<file path="src/rtl/uart_stat_pkg.sv">
package uart_stat_pkg;
  // nominal FIFO size that sets the transmit interrupt trigger
  localparam int NOMINAL_FIFO = 32;
  localparam int TX_TRIG_FREE = NOMINAL_FIFO / 2;
  // interrupt mask bit positions
  localparam int IRQ_TX_BIT = 0;
  localparam int IRQ_RX_BIT = 1;
  localparam int IRQ_W      = 2;
endpackage

</file>
<file path="src/rtl/byte_queue.sv">
module byte_queue #(
  parameter int DEPTH = 32,
  parameter int W     = 8,
  parameter int CW    = $clog2(DEPTH + 1)
) (
  input  logic          clk,
  input  logic          rst_n,
  input  logic          push,
  input  logic [W-1:0]  push_data,
  input  logic          pop,
  output logic [W-1:0]  head_data,
  output logic [CW-1:0] count,
  output logic [CW-1:0] count_nxt
);
  localparam int PW = (DEPTH > 1) ? $clog2(DEPTH) : 1;

  logic [W-1:0]  mem [DEPTH];
  logic [PW-1:0] wr_ptr, wr_ptr_nxt;
  logic [PW-1:0] rd_ptr, rd_ptr_nxt;

  function automatic logic [PW-1:0] bump(input logic [PW-1:0] p);
    return (p == PW'(DEPTH - 1)) ? '0 : p + 1'b1;
  endfunction

  always_comb begin
    wr_ptr_nxt = wr_ptr;
    rd_ptr_nxt = rd_ptr;
    count_nxt  = count;
    if (push) wr_ptr_nxt = bump(wr_ptr);
    if (pop)  rd_ptr_nxt = bump(rd_ptr);
    case ({push, pop})
      2'b10:   count_nxt = count + 1'b1;
      2'b01:   count_nxt = count - 1'b1;
      default: count_nxt = count;
    endcase
  end

  always_ff @(posedge clk or negedge rst_n) begin
    if (!rst_n) begin
      wr_ptr <= '0;
      rd_ptr <= '0;
      count  <= '0;
    end else begin
      if (push)        wr_ptr <= wr_ptr_nxt;
      if (pop)         rd_ptr <= rd_ptr_nxt;
      if (push || pop) count  <= count_nxt;
    end
  end

  always_ff @(posedge clk) begin
    if (push) mem[wr_ptr] <= push_data;
  end

  assign head_data = mem[rd_ptr];

  // the enclosing logic must never push into a full queue
  p_no_overflow_r9: assert property (@(posedge clk) disable iff (!rst_n)
    push |-> (count != CW'(DEPTH)));
  // the enclosing logic must never pop an empty queue
  p_no_underflow_r10: assert property (@(posedge clk) disable iff (!rst_n)
    pop |-> (count != '0));
endmodule

</file>
<file path="src/rtl/queue_flags.sv">
module queue_flags #(
  parameter int DEPTH = 32,
  parameter int CW    = $clog2(DEPTH + 1),
  parameter bit IS_TX = 1'b1,
  parameter int TRIG  = 16
) (
  input  logic          clk,
  input  logic          rst_n,
  input  logic [CW-1:0] count_nxt,
  input  logic          bad_access,
  output logic          empty,
  output logic          full,
  output logic          busy,
  output logic          raw_irq,
  output logic          err
);
  localparam logic RAW_RST = IS_TX ? 1'b1 : 1'b0;

  logic empty_nxt, full_nxt, busy_nxt, raw_nxt, err_nxt;

  always_comb begin
    empty_nxt = (count_nxt == '0);
    full_nxt  = (count_nxt == CW'(DEPTH));
    err_nxt   = err | bad_access;
  end

  generate
    if (IS_TX) begin : g_tx
      // half-FIFO trigger: enough free slots for a full burst
      always_comb begin
        raw_nxt  = (count_nxt <= CW'(DEPTH - TRIG));
        busy_nxt = full_nxt;
      end
    end else begin : g_rx
      always_comb begin
        raw_nxt  = !empty_nxt;
        busy_nxt = 1'b0;
      end
    end
  endgenerate

  always_ff @(posedge clk or negedge rst_n) begin
    if (!rst_n) begin
      empty   <= 1'b1;
      full    <= 1'b0;
      busy    <= 1'b0;
      raw_irq <= RAW_RST;
      err     <= 1'b0;
    end else begin
      empty   <= empty_nxt;
      full    <= full_nxt;
      busy    <= busy_nxt;
      raw_irq <= raw_nxt;
      if (bad_access) err <= err_nxt;
    end
  end

  p_excl_r3: assert property (@(posedge clk) disable iff (!rst_n)
    !(empty && full));
  p_busy_rise_r4: assert property (@(posedge clk) disable iff (!rst_n)
    $rose(busy) |-> full);
  p_err_sticky_r9_r10: assert property (@(posedge clk) disable iff (!rst_n)
    err |=> err);
endmodule

</file>
<file path="src/rtl/uart_status_core.sv">
module uart_status_core #(
  parameter int TX_DEPTH = 32,
  parameter int RX_DEPTH = 32,
  parameter int DATA_W   = 8
) (
  input  logic              clk,
  input  logic              rst_n,
  input  logic              cpu_wr_en,
  input  logic [DATA_W-1:0] cpu_wr_data,
  input  logic              cpu_rd_en,
  output logic [DATA_W-1:0] cpu_rd_data,
  input  logic              mask_wr_en,
  input  logic [1:0]        mask_wr_data,
  output logic [1:0]        irq_mask,
  output logic              tx_valid,
  output logic [DATA_W-1:0] tx_data,
  input  logic              tx_ready,
  input  logic              rx_valid,
  input  logic [DATA_W-1:0] rx_data,
  output logic              rx_ready,
  output logic              flag_rx_empty,
  output logic              flag_rx_full,
  output logic              flag_tx_empty,
  output logic              flag_tx_full,
  output logic              flag_busy,
  output logic              raw_tx_irq,
  output logic              raw_rx_irq,
  output logic              err_tx_overrun,
  output logic              err_rx_underrun,
  output logic              irq
);
  import uart_stat_pkg::*;

  localparam int TXCW = $clog2(TX_DEPTH + 1);
  localparam int RXCW = $clog2(RX_DEPTH + 1);

  generate
    if (TX_DEPTH < TX_TRIG_FREE) begin : g_depth_check
      initial $error("TX_DEPTH below the half-FIFO trigger level");
    end
  endgenerate

  logic            tx_push, tx_pop, tx_drop;
  logic            rx_push, rx_pop, rx_drop;
  logic [TXCW-1:0] tx_count, tx_count_nxt;
  logic [RXCW-1:0] rx_count, rx_count_nxt;
  logic            rx_busy_unused;
  logic [1:0]      mask_nxt;

  // access qualification against the registered flags
  always_comb begin
    tx_push  = cpu_wr_en & ~flag_tx_full;
    tx_drop  = cpu_wr_en &  flag_tx_full;
    tx_pop   = tx_valid & tx_ready;
    rx_push  = rx_valid & rx_ready;
    rx_pop   = cpu_rd_en & ~flag_rx_empty;
    rx_drop  = cpu_rd_en &  flag_rx_empty;
  end

  assign tx_valid = ~flag_tx_empty;
  assign rx_ready = ~flag_rx_full;

  byte_queue #(.DEPTH(TX_DEPTH), .W(DATA_W), .CW(TXCW)) u_txq (
    .clk(clk), .rst_n(rst_n),
    .push(tx_push), .push_data(cpu_wr_data), .pop(tx_pop),
    .head_data(tx_data), .count(tx_count), .count_nxt(tx_count_nxt)
  );

  byte_queue #(.DEPTH(RX_DEPTH), .W(DATA_W), .CW(RXCW)) u_rxq (
    .clk(clk), .rst_n(rst_n),
    .push(rx_push), .push_data(rx_data), .pop(rx_pop),
    .head_data(cpu_rd_data), .count(rx_count), .count_nxt(rx_count_nxt)
  );

  queue_flags #(.DEPTH(TX_DEPTH), .CW(TXCW), .IS_TX(1'b1), .TRIG(TX_TRIG_FREE)) u_txf (
    .clk(clk), .rst_n(rst_n), .count_nxt(tx_count_nxt), .bad_access(tx_drop),
    .empty(flag_tx_empty), .full(flag_tx_full), .busy(flag_busy),
    .raw_irq(raw_tx_irq), .err(err_tx_overrun)
  );

  queue_flags #(.DEPTH(RX_DEPTH), .CW(RXCW), .IS_TX(1'b0), .TRIG(TX_TRIG_FREE)) u_rxf (
    .clk(clk), .rst_n(rst_n), .count_nxt(rx_count_nxt), .bad_access(rx_drop),
    .empty(flag_rx_empty), .full(flag_rx_full), .busy(rx_busy_unused),
    .raw_irq(raw_rx_irq), .err(err_rx_underrun)
  );

  // interrupt mask register
  always_comb begin
    mask_nxt = irq_mask;
    if (mask_wr_en) mask_nxt = mask_wr_data;
  end

  always_ff @(posedge clk or negedge rst_n) begin
    if (!rst_n)          irq_mask <= '0;
    else if (mask_wr_en) irq_mask <= mask_nxt;
  end

  assign irq = (raw_tx_irq & irq_mask[IRQ_TX_BIT]) | (raw_rx_irq & irq_mask[IRQ_RX_BIT]);

  p_txirq_level_r5: assert property (@(posedge clk) disable iff (!rst_n)
    raw_tx_irq == (tx_count <= TXCW'(TX_DEPTH - TX_TRIG_FREE)));
  p_rxirq_empty_r7: assert property (@(posedge clk) disable iff (!rst_n)
    raw_rx_irq != flag_rx_empty);
  p_rxfull_level_r8: assert property (@(posedge clk) disable iff (!rst_n)
    flag_rx_full == (rx_count == RXCW'(RX_DEPTH)));
  p_drop_full_r9: assert property (@(posedge clk) disable iff (!rst_n)
    (cpu_wr_en && flag_tx_full && !tx_ready) |=> flag_tx_full);
  p_busy_drops_r4: assert property (@(posedge clk) disable iff (!rst_n)
    (flag_busy && tx_ready) |=> !flag_busy);
endmodule

</file>
<file path="config.mk">
export PLATFORM = sky130hd
export DESIGN_NAME = uart_status_core
export DESIGN_NICKNAME = d
export VERILOG_FILES = /design/src/rtl/uart_stat_pkg.sv /design/src/rtl/byte_queue.sv /design/src/rtl/queue_flags.sv /design/src/rtl/uart_status_core.sv
export SDC_FILE = /design/constraint.sdc
export NUM_CORES = 1
export LEC_CHECK = 0
export ABC_AREA = 1
export BUFFER_PORTS_ARGS = -buffer_cell sky130_fd_sc_hd__buf_2
export CAP_MARGIN = 20
export CELL_PAD_IN_SITES_DETAIL_PLACEMENT = 0
export CELL_PAD_IN_SITES_GLOBAL_PLACEMENT = 1
export CORE_ASPECT_RATIO = 0.6
export CORE_MARGIN = 8
export CORE_UTILIZATION = 37
export CTS_CLUSTER_DIAMETER = 60
export DETAILED_ROUTE_END_ITERATION = 7
export PLACE_DENSITY_LB_ADDON = 0.25
export SETUP_SLACK_MARGIN = 0.2
export SLEW_MARGIN = 5
export SYNTH_ARGS = -nofsm -noshare
export SYNTH_HDL_FRONTEND = slang
export SYNTH_SLANG_ARGS = --single-unit
</file>
<file path="constraint.sdc">
create_clock -name clk -period 2.55 [get_ports clk]
set_input_delay 0.765 -clock clk [delete_from_list [all_inputs] [get_ports clk]]
set_output_delay 0.765 -clock clk [all_outputs]
set_load 0.02 [all_outputs]
</file>
## Yosys cells after proc, flatten, opt, wreduce, memory -nomap -nowiden

Memory sizes are Yosys's and may differ from the RTL's.
Cells that the tools add are included.

| operators by class | value |
|---|---|
| $add $sub $neg | 8 |
| multipliers | 0 |
| divide/modulo/power cells | 0 |
| magnitude comparators | 1 |
| equal/unequal tests | 10 |
| shift-type cells | 0 |
| mux-type cells | 10 |
| bitwise operators | 15 |
| reductions and logical operators | 5 |

Operators with widths:

| operator | count |
|---|---|
| $pmux 6 s2 | 2 |
| $add 5x1->5 const B | 4 |
| $eq 5x5->1 const B | 4 |
| $mux 5 | 4 |
| $add 6x1->6 const B | 2 |
| $eq 6x6->1 const B | 2 |
| $logic_not 6->1 | 2 |
| $sub 6x1->6 const B | 2 |
| $and 1x1->1 | 8 |
| $le 6x5->1 const B | 1 |
| $eq 2x1->1 const B | 2 |
| $eq 2x2->1 const B | 2 |
| $mux 1 | 4 |
| $not 1->1 | 4 |
| $or 1x1->1 | 3 |
| $logic_or 1x1->1 | 2 |
| $logic_not 1->1 | 1 |

| word-level totals | value |
|---|---|
| bits in registers | 42 |
| bits in latches | 0 |
| memory bits (writable) | 512 |
| ROM bits | 0 |
| bits of input ports | 25 |
| output and inout port bits | 30 |
| memories kept | 2 |

Memory list:

| name | words | bits a word | rd ports | clocked after memory_dff | wr ports | line | RTL |
|---|---|---|---|---|---|---|---|
| u_rxq.mem | 32 | 8 | 1 | 0 | 1 | byte_queue.sv:17 | `logic [W-1:0] mem [DEPTH];` |
| u_txq.mem | 32 | 8 | 1 | 0 | 1 | byte_queue.sv:17 |  |

## Logic depth before layout (Yosys ltp)

Gate-level depths: netlist of the first run.

| logic depth | value |
|---|---|
| word-level depth | 6 |
| depth in mapped cells | 22 |

## By module

From an unflattened synthesis of the first run, not the netlist that was laid out.

| second synthesis, totals | value |
|---|---|
| cells, all modules | 2018 |
| area total of the unflattened synthesis | 23358.7 sq um |

By module, submodules not included:

| module | instances | cells each | area each (sq um) | sequential area each (sq um) |
|---|---|---|---|---|
| byte_queue | 2 | 979 | 11449.7 | 8087.8 |
| queue_flags at u_txf | 1 | 17 | 161.4 | 102.6 |
| queue_flags at u_rxf | 1 | 17 | 157.7 | 101.3 |
| uart_status_core | 1 | 26 | 140.1 | 50.0 |

## Worst setup path before layout of the first run

OpenSTA, ideal clock, no wires.

| timing | value |
|---|---|
| kind | input-to-reg |
| start point | input cpu_rd_en |
| end point | register u_rxf.raw_irq |
| data arrival time | 2.482 ns |
| data required time | 2.422 ns |
| path slack | -0.060 ns |
| stages on the path | 14 |
| path buffers | 1 |
| cells stage by stage | inv_1 nor2_1 ha_1 buf_2 nand2_1 inv_1 nor2_2 ha_1 mux2i_1 nand2_1 nor2_1 nand3_1 nor2_1 nand3_1 |

| on the way | value |
|---|---|
| word-level cells in the longest chain between the ends | 5 |
| elaborated cells between the ends (all ways) | 6 |

RTL lines:

| what | line | RTL |
|---|---|---|
| start, declared | uart_status_core.sv:10 | `input logic cpu_rd_en,` |
| $and 1x1->1 * | uart_status_core.sv:56 | `rx_pop = cpu_rd_en & ~flag_rx_empty;` |
| named net rx_pop | uart_status_core.sv:44 | `logic rx_push, rx_pop, rx_drop;` |
| $eq 2x1->1 / $eq 2x2->1 (equally long branches) | byte_queue.sv:31 | `case ({push, pop})` |
| $pmux 6 s2 * | byte_queue.sv:31 |  |
| $logic_not 6->1 * | queue_flags.sv:22 | `empty_nxt = (count_nxt == '0);` |
| $logic_not 1->1 * | queue_flags.sv:36 | `raw_nxt = !empty_nxt;` |
| named net u_rxf.raw_nxt | queue_flags.sv:19 | `logic empty_nxt, full_nxt, busy_nxt, raw_nxt, err_nxt;` |
| end signal, assigned | queue_flags.sv:53 | `raw_irq <= raw_nxt;` |
| end, declared | queue_flags.sv:14 | `output logic raw_irq,` |

The timed path passes the listed nets; every way through them passes the cells marked *.
A chain may end at the register's enable or synchronous reset.

## Worst setup path after layout of the first run

| timing | value |
|---|---|
| start point | register u_txq.rd_ptr[0] |
| end point | output tx_data[5] |

| on the way | value |
|---|---|
| word-level cells in the longest chain between the ends | 1 |

RTL lines:

| what | line | RTL |
|---|---|---|
| start, declared | byte_queue.sv:19 | `logic [PW-1:0] rd_ptr, rd_ptr_nxt;` |
| start signal, assigned | byte_queue.sv:45 | `if (pop) rd_ptr <= rd_ptr_nxt;` |
| $mem_v2 32x8 | -- |  |
| end, declared | uart_status_core.sv:16 | `output logic [DATA_W-1:0] tx_data,` |

Every way passes these cells.

==> flow_summary.yaml, run 1 <==
global_routing:
  grt-ovfl-total: 0
  grt_usage: 0.181
  antenna_found_initial: 0
  grt_pass1_wl_um: 99100
  grt_start_max_net_pins: 36
  grt_pass1_vias: 15359
route:
  first_iter_violations: 1672
  wl_per_cell_um: 22.1
  finalWirelength_um: 66100
  drc_errors: 0
  avgViaCountPerCell: 5.33
  dr.pass1.iters: 5
  vias: 15949
  antenna_left: 0
power:
  clock_power_share: 0.233
  p_per_area_nw_per_um2: 1170
  p_leak_uw: 0.0102
  p_sw_uw: 12600
  peakVddDrop_mv: 0.543
  swShare: 0.376
  p_comb_frac: 0.433
  seq_power_share: 0.333
  p_int_uw: 21000
setup_path:
  crit_start: "u_txq.rd_ptr[0]"
  critPathKind: "register to output pin"
  worst-path-max-fanout: 8
  reg2reg_depth: 20
  reg2reg_to: "u_txf.empty"
  critPathArrivalTime_ps: 2580
  cp.required_ps: 1790
  crit_end: "tx_data[5]"
  regToRegStartpoint: "u_txf.empty"
  rrSetupSlack_ps: 380
  crit_path_start_kind: "register"
  cp-end-kind: "output pin"
clock_network:
  cts-buffers-inserted: 53
  insertion_delay_ps: 590
  clock_sinks: 554
  htreeDepth: 2
  cts_tree: "done"
  clockBufferDepth: 3
  clkTransAtPathRegs_ps: 70
  clock-root-buffer: "clkbuf_16"
floorplanning:
  die_height_um: 210
  io_pins: 55
  die_area_um2: 71000
  num_rows: 71
  start_util: 0.372
  core_area_um2: 62200
  fp.dieW_um: 339
layout:
  final_common_cell: "edfxtp_1"
  most-common-layout-cells: "edfxtp_1 (512), nor2_1 (360), o21ai_0 (178), nand2_1 (178), buf_4 (153)"
  diodes: 0
  nets: 2161
  final_cell_area_um2: 28700
  area_delta_synth_final_pct: 24.4
  fin_cells: 2995
  drive_gt1_frac: 0.229
run_status:
  status: "finished with violations"
  violations: "negative setup slack"
timing:
  rsz0062_at_grt: "yes"
  setup_viol: 16
  slew_viol_final: 0
  fin_crit_sh: 1.31
  hold_viol: 0
  setup_ws_ps: -798
  max_slew_margin: 0.491
  skew_ps: 12.3
  tightest_slew_ps: 763
  max_freq_mhz: 299
  fin_tns_setup_ps: -10750
  fin_crit_ps: 3350
placement:
  placed_cells: 2858
  dpl_worst_slack_ps: -102
  placed_cell_area_um2: 25400
  gp_congestion: 0.825
  io_buffer_count: 54
  dp_hpwl_um: 40300
logic_synthesis:
  synth_seq_cells: 554
  ys_seq_area_frac: 0.711
  avgSynthCellArea_um2: 12.2
  synth_edf_count: 512
  postSynthNetCount: 1946
  synth-async-reset-ratio: 0.0758
  synthFlopType: "edfxtp_1"
  postSynthCellCount: 1899
  yosysWarnings: 0
  synth.distinct_cells: 33
  netlist_area_um2: 23100
min_path:
  hp-class: "primary input to async pin"
flow_run:
  maxCapViolCount: 0
## metal layers
metal	global-route usage	wire, um
met5	0	0
met4	0.0382	1090
met3	0.0457	5550
met2	0.238	25600
met1	0.292	33900
## critical path: stages (launching register included)
cell and delay [ps]:
dfrtp_4 590, buf_12 180, clkbuf_16 160, buf_6 120
nor2_2 70, nor2_1 40, o21ai_1 70, o211ai_1 140
nand3_2 160, nand4_1 160, nand2_1 130, inv_1 50
buf_6 120
## cell type report
class / instances / area [um^2]
Clock buffer: 64 / 1400
Clock inverter: 33 / 292
Fill cell: 5629 / 33400
Inverter: 71 / 287
Multi-Input combinational cell: 1163 / 6440
Sequential cell: 554 / 16400
Tap cell: 839 / 1050
Timing Repair Buffer: 271 / 2830
## timing repair
item,4_1_cts,5_1_grt
pin swaps,81,67
resized for setup,150,90
cloned,16,3
hold buffers,0,0
endpoints found under the hold margin,0,0
endpoints found under the setup margin,17,21
buffers inserted,16,5
## per-stage QoR
| step | hold WS, ps | util | power (uW) |
|---|---|---|---|
| after floorplan | 468 | - | 18000 |
| after global placement | 437 | 0.409 | 22700 |
| after detailed placement | 446 | 0.409 | 22700 |
| after CTS | 232 | 0.455 | 32900 |
| after global routing | 266 | 0.462 | 35400 |
| final | 233 | 0.462 | 33600 |
## cells in the mapped netlist, drive strengths merged, types with 5 or more instances
cell      n  share of area
clkbuf   62          0.010
ha       22          0.012
buf      49          0.015
o211ai   28         0.0091
o21ai   232          0.050
edfxtp  512           0.67
dfrtp    39          0.042
inv      67          0.011
o22ai    35         0.0095
a21oi    13         0.0028
nand3    89          0.019
or2       5         0.0014
o21bai   64          0.021
nand4     8         0.0022
nand2   206          0.033
o221ai   64          0.024
nor2    381          0.062
## sequential cells by signal, summed over array words and instances, names as in the netlist
signal         flops
u_txq.count        6
u_txf.full         1
u_rxq.wr_ptr       5
u_rxq.rd_ptr       5
u_txq.mem        256
u_rxf.raw_irq      1
u_txf.empty        1
u_txf.err          1
u_txq.wr_ptr       5
u_rxq.count        6
irq_mask           2
u_txf.raw_irq      1
u_rxf.full         1
u_txq.rd_ptr       5
u_rxf.err          1
u_rxf.empty        1
u_rxq.mem        256
## how the worst min path moves through the flow
stage	slack [ps]	startpoint	cells past startpoint	end
2_1_floorplan	470	rst_n	0	irq_mask[0]
3_3_place_gp	440	u_rxf.err	1	u_rxf.err
3_5_place_dp	450	u_rxf.err	1	u_rxf.err
4_1_cts	230	rst_n	1	u_txq.count[0]
5_1_grt	270	rst_n	1	u_txf.err
6_report	230	rst_n	1	u_txf.err
## power groups by stage
stage / clock network (uW) / registers [uW] / logic (uW)
floorplan: 0 / 11200 / 6820
global placement: 0 / 11300 / 11300
detailed placement: 0 / 11400 / 11300
CTS: 8040 / 11200 / 13700
global route: 8370 / 11300 / 15700
finish: 7850 / 11200 / 14600
## cell families (layout without fill, tap and decap cells)
family / after synthesis / after routing / synth area share
compound gates: 439 / 439 / 0.118
xor+xnor: 7 / 7 / 0.00265
fa+ha+maj: 22 / 22 / 0.0119
buf+inv: 182 / 439 / 0.0362
flops: 554 / 554 / 0.711
mux: 3 / 3 / 0.00141
simple gates: 692 / 692 / 0.119
Power figures use the tool's default switching activity.
==> inputs of run 2 (changes only) <==
- CORE_UTILIZATION: 37 -> 35
- PLACE_DENSITY_LB_ADDON: 0.25 -> 0.2
- clock period: 2.55 -> 3.35 ns (I/O delays scaled with it)
==> run 2 against run 1 <==
The flow still finishes with violations (negative setup slack). Clock skew grew 0.79 ps. Non-clock buffer count shrank 40. Final area grew 0.92%. Register-to-register slack gained 420 ps. Combinational power shrank 20%. Largest cell class unchanged. Worst hold slack gained 220 ps.
==> flow_summary.yaml, run 2 (synthesis results as in run 1) <==
run_status:
  status: "finished with violations"
  violations: "negative setup slack"
layout:
  diodes: 0
  reg.largest.list: "u_rxq.mem (256), u_txq.mem (256)"
  nets: 2124
  most-common-layout-cells: "edfxtp_1 (512), nor2_1 (348), nand2_1 (184), o21ai_0 (130), buf_4 (96)"
  area_delta_synth_final_pct: 25.5
  fin_cells: 2982
  drive_gt1_frac: 0.232
  final_common_cell: "edfxtp_1"
global_routing:
  grt_usage: 0.175
  grt-ovfl-total: 0
  grt_start_max_net_pins: 41
  grt_pass1_vias: 15162
  grt_pass1_wl_um: 100000
  antenna_found_initial: 0
setup_path:
  crit_chain: "buf_12 > buf_6 > buf_6 > o21ai_2 > o211ai_1 > buf_4 > nand3_4 > nand4_1 > nand2_1 > inv_1 > buf_6"
  crit_path_start_kind: "register"
  critical_path.top_delay_family: "buffers and inverters"
  cp.buffers_inverters: 6
  worst-path-max-fanout: 8
  cp-end-kind: "output pin"
  critPathArrivalTime_ps: 2520
  cp.required_ps: 2340
  path_common_cell: "buf_6"
  slowest_delay_ps: 500
  critPathKind: "register to output pin"
  slowest_stage: "dfrtp_4"
min_path:
  hp-class: "register to register"
timing:
  tightest_slew_ps: 980
  fin_crit_ps: 3530
  hold_viol: 0
  skew_ps: 13.1
  fin_crit_sh: 1.05
  slew_viol_final: 0
  max_slew_margin: 0.345
  setup_ws_ps: -175
  rsz0062_at_grt: "yes"
  max_freq_mhz: 284
  setup_viol: 16
placement:
  placed_cells: 2818
  gp_congestion: 0.791
  dp_hpwl_um: 39300
  io_buffer_count: 54
floorplanning:
  io_pins: 55
  num_rows: 73
  start_util: 0.351
  fp.dieW_um: 348
  die_area_um2: 74800
  core_area_um2: 65800
  die_height_um: 215
clock_network:
  clock-root-buffer: "clkbuf_16"
  clkTransAtPathRegs_ps: 60
  htreeDepth: 2
  cts-buffers-inserted: 55
  clock_sinks: 554
  cts_tree: "done"
  insertion_delay_ps: 600
  clockBufferDepth: 3
route:
  vias: 15832
  finalWirelength_um: 68800
  drc_errors: 0
  dr.pass1.iters: 5
  first_iter_violations: 1631
  wl_per_cell_um: 23.1
  antenna_left: 0
  avgViaCountPerCell: 5.31
power:
  p_per_area_nw_per_um2: 904
  p_total_uw: 26200
  p_leak_uw: 0.0102
  peakVddDrop_mv: 0.424
flow_run:
  maxCapViolCount: 0
-- run 2: cell types whose count changed in the layout (fill, tap and decap cells not counted), sizes merged --
cell / delta
buf: -48
bufbuf: +1
bufinv: -3
clkbuf: +16
clkinv: -4
inv: +2
-- run 2: metal layers --
| layer | share of wire | GRT usage |
|---|---|---|
| met1 | 0.52 | 0.287 |
| met2 | 0.39 | 0.233 |
| met3 | 0.077 | 0.0354 |
| met4 | 0.015 | 0.0355 |
| met5 | 0 | 0 |
-- run 2: final cells by class --
type | count | area [um^2]
Clock buffer | 73 | 1510
Clock inverter | 27 | 191
Fill cell | 5968 | 36800
Inverter | 71 | 295
Multi-Input combinational cell | 1163 | 6710
Sequential cell | 554 | 16400
Tap cell | 862 | 1080
Timing Repair Buffer | 231 | 2770
Timing Repair inverter | 1 | 11.3
-- run 2: worst reg2reg max path, cell delays in order (launching register included) --
cell,delay (ps)
dfstp_2,530
inv_1,50
nand2_1,110
inv_2,120
ha_1,280
inv_1,140
nand2_1,60
nand2_1,80
inv_1,50
ha_1,160
inv_1,50
nand2_1,40
inv_1,60
nor2_1,50
o21ai_0,340
nor2_1,120
nand3_1,100
nand2_1,50
nand2_1,50
inv_1,40
-- run 2: path summary, 6_finish.rpt --
check | from | endpoint | slack, ps | depth (start not counted)
setup reg to reg | u_txf.empty | u_txf.raw_irq | 800 | 19
hold / removal | u_txf.err | u_txf.err | 460 | 1
setup / recovery | u_txq.rd_ptr[0] | tx_data[6] | -180 | 11
min in group asynchronous | rst_n | u_txf.err | 510 | 1
hold reg to reg | u_txf.err | u_txf.err | 460 | 1
max in group asynchronous | rst_n | u_txf.empty | 2130 | 2
-- run 2: per-stage QoR --
stage          hold WS, ps  utilization  setup TNS [ps]  worst slack [ps]  area [um^2]
2_1_floorplan          468            -               0               500        23100
3_3_place_gp           434        0.378               0               229        24900
3_5_place_dp           441        0.378               0               213        24900
4_1_cts                459        0.426           -2380              -201        28000
5_1_grt                498        0.441           -3260              -281        29000
6_report               456        0.441           -1770              -175        29000
-- run 2: where the power goes --
| group | switching (uW) | internal [uW] |
|---|---|---|
| clock | 2670 | 3310 |
| combinational | 7000 | 4740 |
| sequential | 383 | 8140 |
-- run 2: repair_timing --
action,CTS,global route
pin swaps,85,92
gates resized for setup,220,169
hold endpoints to repair,0,0
hold buffers,0,0
cloned,23,10
setup buffers,23,8
endpoints found under the setup margin,16,16
